<file path="config.mk">
export PLATFORM = sky130hd
export DESIGN_NAME = tdec_top
export DESIGN_NICKNAME = d
export VERILOG_FILES = /design/src/rtl/tdec_pkg.sv /design/src/rtl/tdec_therm.sv /design/src/rtl/tdec_col_sel.sv /design/src/rtl/tdec_cell_array.sv /design/src/rtl/tdec_top.sv
export SDC_FILE = /design/constraint.sdc
export NUM_CORES = 1
export LEC_CHECK = 0
export BUFFER_PORTS_ARGS = -buffer_cell sky130_fd_sc_hd__buf_2
export CAP_MARGIN = 30
export CELL_PAD_IN_SITES_DETAIL_PLACEMENT = 0
export CELL_PAD_IN_SITES_GLOBAL_PLACEMENT = 1
export CORE_AREA = 10 10 424 426
export DETAILED_ROUTE_END_ITERATION = 10
export DIE_AREA = 0 0 434 436
export HOLD_SLACK_MARGIN = 0.1
export PLACE_DENSITY_LB_ADDON = 0.1
export RECOVER_POWER = 100
export SYNTH_ARGS = -nofsm -noshare
export SYNTH_HDL_FRONTEND = slang
export SYNTH_SLANG_ARGS = --single-unit
</file>
<file path="constraint.sdc">
create_clock -name clk_i -period 2 [get_ports clk_i]
set_clock_uncertainty 0.1 [all_clocks]
set_input_delay 0 -clock clk_i [delete_from_list [all_inputs] [get_ports clk_i]]
set_output_delay 0 -clock clk_i [all_outputs]
set_load 0.01 [all_outputs]
</file>
<file path="src/rtl/tdec_pkg.sv">
package tdec_pkg;
  localparam int unsigned DEF_ROW_W = 5;
  localparam int unsigned DEF_COL_W = 5;
endpackage

</file>
<file path="src/rtl/tdec_therm.sv">
// Binary to thermometer; INCL selects j <= val instead of j < val.
module tdec_therm #(
  parameter int unsigned W    = 5,
  parameter bit          INCL = 1'b0,
  localparam int unsigned N   = 1 << W
) (
  input  logic [W-1:0] val_i,
  output logic [N-1:0] therm_o
);
  for (genvar j = 0; j < N; j++) begin : g_bit
    localparam logic [W:0] JV = (W+1)'(j);
    if (INCL) begin : g_incl
      assign therm_o[j] = (JV <= {1'b0, val_i});
    end else begin : g_excl
      assign therm_o[j] = (JV < {1'b0, val_i});
    end
  end
endmodule

</file>
<file path="src/rtl/tdec_col_sel.sv">
// Serpentine column drive: true part in even rows, complement in odd rows.
module tdec_col_sel #(
  parameter int unsigned COL_W = 5,
  localparam int unsigned NUM_COLS = 1 << COL_W
) (
  input  logic [COL_W-1:0]    col_i,
  input  logic                row_odd_i,
  output logic [NUM_COLS-1:0] col_therm_o
);
  logic [NUM_COLS-1:0] even_therm, odd_therm;

  tdec_therm #(.W(COL_W), .INCL(1'b0)) u_even (.val_i(col_i),  .therm_o(even_therm));
  tdec_therm #(.W(COL_W), .INCL(1'b1)) u_odd  (.val_i(~col_i), .therm_o(odd_therm));

  assign col_therm_o = row_odd_i ? odd_therm : even_therm;
endmodule

</file>
<file path="src/rtl/tdec_cell_array.sv">
module tdec_cell_array #(
  parameter int unsigned NUM_ROWS = 32,
  parameter int unsigned NUM_COLS = 32,
  localparam int unsigned NUM_CELLS = NUM_ROWS * NUM_COLS
) (
  input  logic [NUM_ROWS-1:0]  row_full_i,
  input  logic [NUM_ROWS-1:0]  row_upto_i,
  input  logic [NUM_COLS-1:0]  col_therm_i,
  output logic [NUM_CELLS-1:0] cell_en_o
);
  for (genvar r = 0; r < NUM_ROWS; r++) begin : g_row
    for (genvar j = 0; j < NUM_COLS; j++) begin : g_col
      if (r % 2 == 0) begin : g_even
        assign cell_en_o[r*NUM_COLS+j] = row_full_i[r] | (row_upto_i[r] & col_therm_i[j]);
      end else begin : g_odd
        assign cell_en_o[r*NUM_COLS+j] = row_full_i[r] | (row_upto_i[r] & ~col_therm_i[j]);
      end
    end
  end
endmodule

</file>
<file path="src/rtl/tdec_top.sv">
module tdec_top
  import tdec_pkg::*;
#(
  parameter int unsigned ROW_W = DEF_ROW_W,
  parameter int unsigned COL_W = DEF_COL_W,
  localparam int unsigned CODE_W    = ROW_W + COL_W,
  localparam int unsigned NUM_ROWS  = 1 << ROW_W,
  localparam int unsigned NUM_COLS  = 1 << COL_W,
  localparam int unsigned NUM_CELLS = NUM_ROWS * NUM_COLS
) (
  input  logic                 clk_i,
  input  logic                 rst_ni,
  input  logic [CODE_W-1:0]    code_i,
  output logic [NUM_ROWS-1:0]  row_therm_o,
  output logic [NUM_COLS-1:0]  col_therm_o,
  output logic [NUM_CELLS-1:0] cell_en_o
);
  logic [CODE_W-1:0]    code_q;
  logic [ROW_W-1:0]     row_sel;
  logic [COL_W-1:0]     col_sel;
  logic [NUM_ROWS-1:0]  row_full, row_upto;
  logic [NUM_COLS-1:0]  col_therm;
  logic [NUM_CELLS-1:0] cell_en;

  always_ff @(posedge clk_i or negedge rst_ni) begin
    if (!rst_ni) code_q <= '0;
    else         code_q <= code_i;
  end

  assign row_sel = code_q[COL_W +: ROW_W];
  assign col_sel = code_q[COL_W-1:0];

  tdec_therm #(.W(ROW_W), .INCL(1'b0)) u_row_full (.val_i(row_sel), .therm_o(row_full));
  tdec_therm #(.W(ROW_W), .INCL(1'b1)) u_row_upto (.val_i(row_sel), .therm_o(row_upto));

  tdec_col_sel #(.COL_W(COL_W)) u_col (
    .col_i      (col_sel),
    .row_odd_i  (row_sel[0]),
    .col_therm_o(col_therm)
  );

  tdec_cell_array #(.NUM_ROWS(NUM_ROWS), .NUM_COLS(NUM_COLS)) u_cells (
    .row_full_i (row_full),
    .row_upto_i (row_upto),
    .col_therm_i(col_therm),
    .cell_en_o  (cell_en)
  );

  // All three groups launch from one register stage.
  always_ff @(posedge clk_i or negedge rst_ni) begin
    if (!rst_ni) begin
      row_therm_o <= '0;
      col_therm_o <= '0;
      cell_en_o   <= '0;
    end else begin
      row_therm_o <= row_full;
      col_therm_o <= col_therm;
      cell_en_o   <= cell_en;
    end
  end

  AST_CELL_COUNT: assert property (@(posedge clk_i) disable iff (!rst_ni)
    1'b1 |=> ($countones(cell_en_o) == int'($past(code_q))));

  AST_ROW_COUNT: assert property (@(posedge clk_i) disable iff (!rst_ni)
    1'b1 |=> ($countones(row_therm_o) == int'($past(code_q[COL_W +: ROW_W]))));

  AST_COL_EVEN: assert property (@(posedge clk_i) disable iff (!rst_ni)
    !code_q[COL_W] |=> ($countones(col_therm_o) == int'($past(code_q[COL_W-1:0]))));

  AST_COL_ODD: assert property (@(posedge clk_i) disable iff (!rst_ni)
    code_q[COL_W] |=> ($countones(col_therm_o) == int'(NUM_COLS) - int'($past(code_q[COL_W-1:0]))));

  AST_UNIT_STEP: assert property (@(posedge clk_i) disable iff (!rst_ni)
    ({1'b0, code_q} == {1'b0, $past(code_q)} + (CODE_W+1)'(1))
    |=> ($countones(cell_en_o ^ $past(cell_en_o)) == 1));

  AST_NO_TURN_OFF: assert property (@(posedge clk_i) disable iff (!rst_ni)
    (code_q > $past(code_q)) |=> (($past(cell_en_o) & ~cell_en_o) == '0));
endmodule

</file>
# Word level (Yosys, flattened, before mapping)
# Index checks and enable logic that the tools add are counted.
[totals]
regBits = 1097
input_bits = 12
out_inout_bits = 1088
word_cells = 2146
[op_classes]
magnitude_cmp = 124
mux = 1
bitwise = 2017
[ops]
columns = ["operator", "count"]
rows = [
  ["bitwise AND 1 bit", 992],
  ["OR 1 bit", 992],
  ["<= comparator 5 bit, first input constant", 32],
  ["< comparator 5 bit, first input constant", 30],
  ["<= comparator 4 x 5 -> 1 bit, first input constant", 16],
  ["< comparator 4 x 5 -> 1 bit, first input constant", 16],
  ["<= comparator 3 x 5 -> 1 bit, first input constant", 8],
  ["< comparator 3 x 5 -> 1 bit, first input constant", 8],
  ["2-to-1 mux 32 bit", 1],
  ["inverter 1 bit", 32],
  ["<= comparator 2 x 5 -> 1 bit, first input constant", 4],
  ["< comparator 1 x 5 -> 1 bit, first input constant", 4],
  ["< comparator 2 x 5 -> 1 bit, first input constant", 4],
  ["<= comparator 1 x 5 -> 1 bit, first input constant", 2],
  ["inverter 5 bit", 1],
]

# Logic depth before layout (Yosys ltp)
# Gate-level depths: netlist of run 1.
[logic_depth]
depth_word = 6
depth_mapped = 8
ltp_nobuf = 6

# Cells and area by module
# A second synthesis of run 1 with hierarchy kept.
[unflattened]
cells_unflattened = 2710
hier_area_um2 = 39282.7
[modules_own_cells]
columns = ["module", "n_inst", "cells_each", "area_per_inst_um2", "seq_area_each_um2"]
rows = [
  ["tdec_top", 1, 1098, 27476.4, 27476.4],
  ["tdec_cell_array", 1, 1344, 10013.4, 0.0],
  ["tdec_therm at u_col.u_even ...", 2, 57, 312.8, 0.0],
  ["tdec_col_sel", 1, 41, 563.0, 0.0],
  ["tdec_therm at u_row_upto", 1, 58, 312.8, 0.0],
  ["tdec_therm at u_col.u_odd", 1, 55, 291.5, 0.0],
]

# Least setup slack after synthesis of run 1
# Ideal clock, no wire load.
[synth_timing]
path_kind = "flip-flop to flip-flop"
from = "register code_q[3]"
to = "register cell_en_o[528]"
setup_time_ns = 0.138
arrival_ns = 1.519
required_ns = 1.762
slack_ns = 0.243
stages_incl_launch_ff = 6
n_path_buf = 2
period_less_slack_ns = 1.757
cell_sequence = "dfrtp_1 -> buf_6 -> or4_4 -> a21oi_4 -> buf_4 -> a31oi_1"
[synth_via]
elab_chain_cells = 5
word_cells_on_any_way = 6
classes_between = "order compare (2); mux (1); bitwise (3)"
[synth_rtl]
columns = ["element", "line", "source"]
rows = [
  ["start, declared", "tdec_top.sv:18", "logic [CODE_W-1:0] code_q;"],
  ["start signal, assigned", "tdec_top.sv:27", "else code_q <= code_i;"],
  ["inverter 5 bit", "tdec_col_sel.sv:13", "tdec_therm #(.W(COL_W), .INCL(1'b1)) u_odd (.val_i(~col_i), .therm_o(odd_therm));"],
  ["<= comparator 5 bit", "tdec_therm.sv:13", "assign therm_o[j] = (JV <= {1'b0, val_i});"],
  ["2-to-1 mux 32 bit *", "tdec_col_sel.sv:15", "assign col_therm_o = row_odd_i ? odd_therm : even_therm;"],
  ["bitwise AND 1 bit *", "tdec_cell_array.sv:14", "assign cell_en_o[r*NUM_COLS+j] = row_full_i[r] | (row_upto_i[r] & col_therm_i[j]);"],
  ["OR 1 bit *", "tdec_cell_array.sv:14", ""],
  ["via cell_en[528]", "tdec_top.sv:23", "logic [NUM_CELLS-1:0] cell_en;"],
  ["end signal, assigned", "tdec_top.sv:58", "cell_en_o <= cell_en;"],
  ["end, declared", "tdec_top.sv:16", "output logic [NUM_CELLS-1:0] cell_en_o"],
]
# Mark *: on every way through the listed nets, which the timed path passes. The rest lies on a longest branch.

# Worst setup path after layout of run 1
# Same ends and word-level chain as after synthesis.

==> metrics.md, run 1 <==
| Metric | Value |
|---|---|
| Longest Clk Path Bufs | 3 |
| Final number of max-transition violations | 0 |
| Insertion delay to the later sink of the worst-skew pair | 800 ps |
| Remaining antenna violation count | 0 |
| Cell total after placement | 6243 |
| Post-DP Area | 48400 sq um |
| Switching component of the power | 0.0158 W |
| Layout Cells excl Fill | 6603 |
| Post-synthesis cell count | 2726 |
| Peak supply drop | 0.919 mV |
| Port-buffer cells | 1098 |
| Reg-to-Reg End | cell_en_o[528] |
| Hold slack | 237 ps |
| Synth cell count leaders | dfrtp_1, o21ai_0, a21oi_1, clkbuf_1, nand2_1 |
| Cell Pwr Density | 1020 nW/um^2 |
| Dpl hpwl | 163 mm |
| Worst Path Required | 2550 ps |
| Design Area, Final | 55300 sq um |
| Critical path origin | code_q[3] |
| CTS tree | done |
| Seq/Total Area, Yosys | 0.773 |
| Overall routed net length | 227 mm |
| Sequential power share | 0.421 |
| Final Hold Vio Count | 0 |
| Synth cell types | 60 |
| Switching Share | 0.280 |
| Hold/Removal Path Class | in2async |
| Filler instances | 17437 |
| Nets | 4267 |
| First-pass GRT wire length | 293 mm |
| Top-count cell post-synth | dfrtp_1 |
| # IOs | 1100 |
| Crit. End Element | register |
| GRT Total Usage | 0.228 |
| Ys Warns | 0 |
| P_int | 0.0408 W |
| Failing checks | setup timing |
| Placement Rows | 152 |
| CTS root buf | clkbuf_16 |
| Reg-to-Reg Start | code_q[3] |
| DR pass1 iterations | 5 |
| Reg2Reg Setup Slack | -80 ps |
| Area delta synth->final | 55.6% |
| Worst Reg2Reg Path Length in Cells | 7 |
| Initial Util | 0.208 |
| Dominant cells by area after synthesis | dfrtp_1, o21ai_0, a21oi_1, clkbuf_1, nand2_1 |
| CTS Sinks | 1097 |
| #FFs+latches synth | 1097 |
| Worst-path maximum fanout | 8 |
| Final min period | 2080 ps |
| Synth area leader | dfrtp_1 |
| Critical path type | reg2reg |
| H-Tree Depth | 4 |
| Sequential cell area | 27500 sq um |
| Via count | 28400 |
| Total Die Area | 189000 sq um |
| Syn_area_per_cell | 13.0 sq um |
| Clock share of power | 0.444 |
| Cell Area, Synth | 35500 sq um |
| Logic pwr share | 0.135 |
| Multi-input logic area | 7550 sq um |
| Core area | 171000 sq um |
| CTS Buf Count | 136 |
| Layout cells sized above 1 | 0.483 |
| Number of flops mapped to enable cells by yosys | 0 |
| Avg WL per Cell | 34.4 microns |
| Die X | 434 microns |
| # DRC | 0 |
| Fin crit share | 1.04 |
| Least-Margin Pin Slew | 1080 ps |
| Initial detailed-routing violation count | 1838 |
| Leakage | 25.5 nW |
| Fraction of registers with async set/reset | 1.00 |
| F_max | 481 MHz |
| Initial antenna violation count | 23 |
| Final setup vio count | 80 |
| Crit path setup slack, layout | -80.5 ps |
| Outcome | finished, violations left |
| Critical Path AT | 2630 ps |
| Largest net degree at the start of global routing | 103 |
| Die H | 436 microns |
| Max_cap viols | 0 |
| CP endpoint | cell_en_o[528] |
| Startpoint types | register |
| GP Congestion | 0.811 |
| Top-area cell type share of the netlist area | 0.773 |
| Vias in the first global route | 29901 |
| RSZ-0062 raised after global routing | true |
| Via density | 4.30 |
| Rel. slew slack | 0.277 |
| Worst-path clk slew | 60 ps |
| Primary FF master, synth | dfrtp_1 |
| Total grt overflow | 0 |
| Pre-CTS WS | -347 ps |
==> logic make-up after synthesis <==
group	share of synthesized area
AND/OR/NAND/NOR	0.0419
buffers and inverters	0.0453
other	0.000106
AO/OA/AOI/OAI	0.140
flip-flops	0.773
==> stage by stage <==
step	utilization	setup TNS [ps]	total power, W
3_5_place_dp	0.283	-40220	0.0314
4_1_cts	0.316	-3900	0.0571
6_report	0.323	-2130	0.0566
2_1_floorplan	-	0	0.0262
3_3_place_gp	0.283	-40250	0.0314
5_1_grt	0.323	-12670	0.0586
==> what timing repair did <==
item                                    4_1_cts  5_1_grt
gates resized for setup                     168      266
endpoints found under the setup margin      566      421
pin swaps                                    37       46
endpoints found under the hold margin      1107        0
hold buffers                                 23        0
buffers inserted                             27       44
gates cloned                                  4       15
==> flip-flops by register name (all words and copies together), names as in the netlist <==
| signal | cells |
|---|---|
| cell_en_o | 1024 |
| col_therm_o | 32 |
| row_therm_o | 31 |
| code_q | 10 |
==> power groups by stage <==
stage | Clock (W) | Combinational, W | Sequential [W]
final | 0.0251 | 0.00765 | 0.0238
after global routing | 0.0266 | 0.00810 | 0.0239
after floorplan | 0 | 0.00139 | 0.0248
after CTS | 0.0258 | 0.00749 | 0.0238
after detailed placement | 0 | 0.00716 | 0.0242
after global placement | 0 | 0.00716 | 0.0242
==> worst min path at each step <==
stage,start,endpoint,slack (ps),cells after the start
3_3_place_gp,rst_ni,cell_en_o[1008],-200,1
6_report,rst_ni,cell_en_o[1008],240,4
5_1_grt,rst_ni,cell_en_o[1008],250,4
4_1_cts,rst_ni,cell_en_o[1008],230,4
2_1_floorplan,rst_ni,cell_en_o[0],-400,0
3_5_place_dp,rst_ni,cell_en_o[1008],-200,1
==> worst max-delay path: stages, from the launching register on <==
cell     delay (ps)
dfrtp_2         460
buf_6           150
or4_4           480
buf_6           140
a21oi_4         140
buf_6           160
buf_12          180
a31oi_4         100
==> placed cells by master, fill, tap and decap left out, types with 17 or more instances in the layout <==
cell / Yosys / final
clkbuf_16: 0 / 153
buf_6: 8 / 36
o21ai_0: 475 / 329
buf_4: 24 / 281
dlygate4sd3_1: 0 / 22
a21oi_1: 334 / 286
inv_1: 71 / 59
buf_2: 84 / 1089
clkbuf_8: 0 / 30
dfrtp_1: 1097 / 1091
nand2_1: 129 / 112
clkinv_2: 0 / 18
clkbuf_1: 139 / 42
nor2_4: 3 / 17
a21oi_2: 4 / 41
nor2_1: 113 / 99
o21ai_1: 75 / 153
buf_12: 0 / 177
o21ai_2: 8 / 62
==> final cells by class <==
type | instances | area share
Antenna cell | 14 | 0.000634
Clock buffer | 199 | 0.0724
Multi-Input combinational cell | 1271 | 0.137
Clock inverter | 40 | 0.00923
Timing Repair Buffer | 1658 | 0.226
Tap cell | 2233 | 0.0505
Sequential cell | 1097 | 0.497
Inverter | 91 | 0.00758
==> routing by layer <==
| layer | track usage | share of wire | up-vias |
|---|---|---|---|
| li1 | - | - | 12155 |
| met2 | 0.402 | 0.51 | 963 |
| met3 | 0.0587 | 0.064 | 256 |
| met1 | 0.266 | 0.39 | 15024 |
| met5 | 0 | 0.000031 | - |
| met4 | 0.0801 | 0.038 | 2 |
No activity file was read; power rests on OpenSTA's default activity.
==> inputs of run 2 (changes only) <==
==> constraint.sdc (replaced) <==
create_clock -name clk_i -period 2 [get_ports clk_i]
set_clock_uncertainty 0.1 [all_clocks]
set_input_delay 0.2 -clock clk_i [delete_from_list [all_inputs] [get_ports clk_i]]
set_output_delay 0.2 -clock clk_i [all_outputs]
set_load 0.01 [all_outputs]
==> run 2 against run 1 <==
  * The flow still finishes with violations (setup timing)
  * Non-clock buffer count is 38 lower
  * Core utilization shrank 1.1 points
  * Design area is 3.2% lower
  * Critical path depth unchanged
  * Global-route usage about the same
  * Die area did not move
  * Clock power barely moved
  * Worst setup slack better by 3.8 ps
  * Sequential share of layout area up 1.7 points
  * Critical endpoint unchanged
  * Highest routed layer unchanged
==> metrics.md, run 2 (same netlist as run 1, synthesis figures left out) <==
| Metric | Value |
|---|---|
| Area delta synth->final | 50.6% |
| Most frequent CP cell | buf_6 |
| Design Area, Final | 53500 sq um |
| Failing checks | setup timing |
| Initial Util | 0.208 |
| Placement Rows | 152 |
| Final number of max-transition violations | 0 |
| Final min period | 2080 ps |
| Fin crit share | 1.04 |
| CTS tree | done |
| Crit path setup slack, layout | -76.7 ps |
| Vias in the first global route | 29969 |
| Hold Path Depth | 0 |
| Port-buffer cells | 1098 |
| Hold/Removal Path Class | reg2reg |
| Worst Path Required | 2560 ps |
| Layout Cells excl Fill | 6560 |
| Layout cells sized above 1 | 0.231 |
| Most common cell after layout, fill and taps aside | dfrtp_1 |
| GP Congestion | 0.817 |
| Critical Path AT | 2640 ps |
| Dpl hpwl | 162 mm |
| Critical Path Max Stage Delay | 530 ps |
| Cell total after placement | 6236 |
| Total Die Area | 189000 sq um |
| Via density | 4.32 |
| Worst-path maximum fanout | 9 |
| CTS Sinks | 1097 |
| Final Hold Vio Count | 0 |
| Longest Clk Path Bufs | 3 |
| Peak supply drop | 0.928 mV |
| Cell Pwr Density | 1050 nW/um^2 |
| CTS root buf | clkbuf_16 |
| Outcome | finished, violations left |
| # DRC | 0 |
| Total grt overflow | 0 |
| Biggest regs | cell_en_o (1024), col_therm_o (32), row_therm_o (31) |
| Max reg flops | 1024 |
| Max_cap viols | 0 |
| Total power | 0.0559 W |
| Overall routed net length | 225 mm |
| Final setup vio count | 20 |
| Worst-path clk slew | 60 ps |
| Initial detailed-routing violation count | 1587 |
| Via count | 28320 |
| Die X | 434 microns |
| DR pass1 iterations | 5 |
| First-pass GRT wire length | 294 mm |
| Die H | 436 microns |
| Largest net degree at the start of global routing | 84 |
| Reg with most FFs | cell_en_o |
| Sum Neg Setup Slack | -626 ps |
| Core area | 171000 sq um |
| Remaining antenna violation count | 0 |
| RSZ-0062 raised after global routing | true |
| Most frequent cells in the layout | dfrtp_1, clkbuf_1, o21ai_0, a21oi_1, buf_4 |
| CTS Buf Count | 135 |
| Nets | 4228 |
| H-Tree Depth | 4 |
| Crit. End Element | register |
| Critical path type | reg2reg |
| Leakage | 22.3 nW |
| Cells along the critical path | buf_6, or4_4, buf_6, a21oi_4, buf_12, buf_16, a31oi_1 |
| Slowest-stage cell, CP | or4_4 |
| Avg WL per Cell | 34.3 microns |
| Least-Margin Pin Slew | 1080 ps |
| Worst Reg2Reg Path Length in Cells | 7 |
| Insertion delay to the later sink of the worst-skew pair | 810 ps |
| F_max | 482 MHz |
| Rel. slew slack | 0.278 |
| # IOs | 1100 |
| Cell family with most CP delay | buffers and inverters |
| Instance count on the critical path | 7 |
| Post-DP Area | 48400 sq um |
| Filler instances | 17906 |
| Initial antenna violation count | 19 |
| WP buf/inv | 4 |
| Startpoint types | register |
| GRT Total Usage | 0.228 |
[run 2: cell types whose count changed in the layout (fill, tap and decap cells not counted), moves of 5 or more]
cell / delta
a21oi_2: -16
buf_6: +8
o21ai_1: -9
o21ai_0: +9
buf_2: -1032
buf_8: +7
buf_4: -54
clkbuf_1: +1042
a21oi_1: +16
clkbuf_16: -8
nor2_4: -5
clkinv_2: -12
[run 2: worst reg2reg max path: stages (launching register included)]
cell and delay [ps]:
dfrtp_2 430, buf_6 140, or4_4 540, buf_6 140, a21oi_4 160, buf_12 170
buf_16 180, a31oi_1 110
[run 2: cell type report]
class,count,area [sq um],share of cell area
clock inverters,30,493,0.00922
well taps,2233,2790,0.0522
diodes,14,35.0,0.000655
flip-flops and latches,1097,27500,0.513
repair buffers,1620,10900,0.204
multi-input cells,1271,7460,0.139
inverters,91,409,0.00765
clock buffers,204,3950,0.0738
[run 2: path summary, 6_finish.rpt]
check | endpoint | slack, ps | start
setup reg to reg | cell_en_o[528] | -80 | code_q[3]
max in group asynchronous | cell_en_o[308] | 50 | rst_ni
hold reg to reg | row_therm_o[15] | 480 | code_q[9]
min in group asynchronous | cell_en_o[672] | 570 | rst_ni
hold / removal | row_therm_o[15] | 480 | code_q[9]
setup / recovery | cell_en_o[528] | -80 | code_q[3]
[run 2: what timing repair did]
item,in CTS,in global routing
pin swaps,23,50
endpoints found under the setup margin,498,314
hold buffers,22,0
setup buffers,18,26
cloned,9,8
gates resized for setup,163,248
endpoints found under the hold margin,1107,0
[run 2: power by group]
part / switching [W] / total [W] / internal [W]
sequential: 0.000458 / 0.0239 / 0.0234
combinational: 0.00496 / 0.00716 / 0.00220
clock: 0.0103 / 0.0249 / 0.0146
total: 0.0157 / 0.0559 / 0.0402
[run 2: metrics by stage]
step / utilization / hold slack [ps] / worst slack, ps
floorplan: - / -196 / 243
global placement: 0.283 / -4.76 / -694
detailed placement: 0.283 / 0.750 / -666
CTS: 0.316 / 245 / -117
global route: 0.313 / 503 / -92.0
finish: 0.313 / 484 / -76.7
[run 2: per-layer routing]
metal  up-vias  track usage  routed length (microns)
met5         -            0                       13
met4         2       0.0676                     7950
met3       260       0.0634                    14400
met2       928        0.405                   115000
met1     15037        0.265                    87600
li1      12093            -                        -
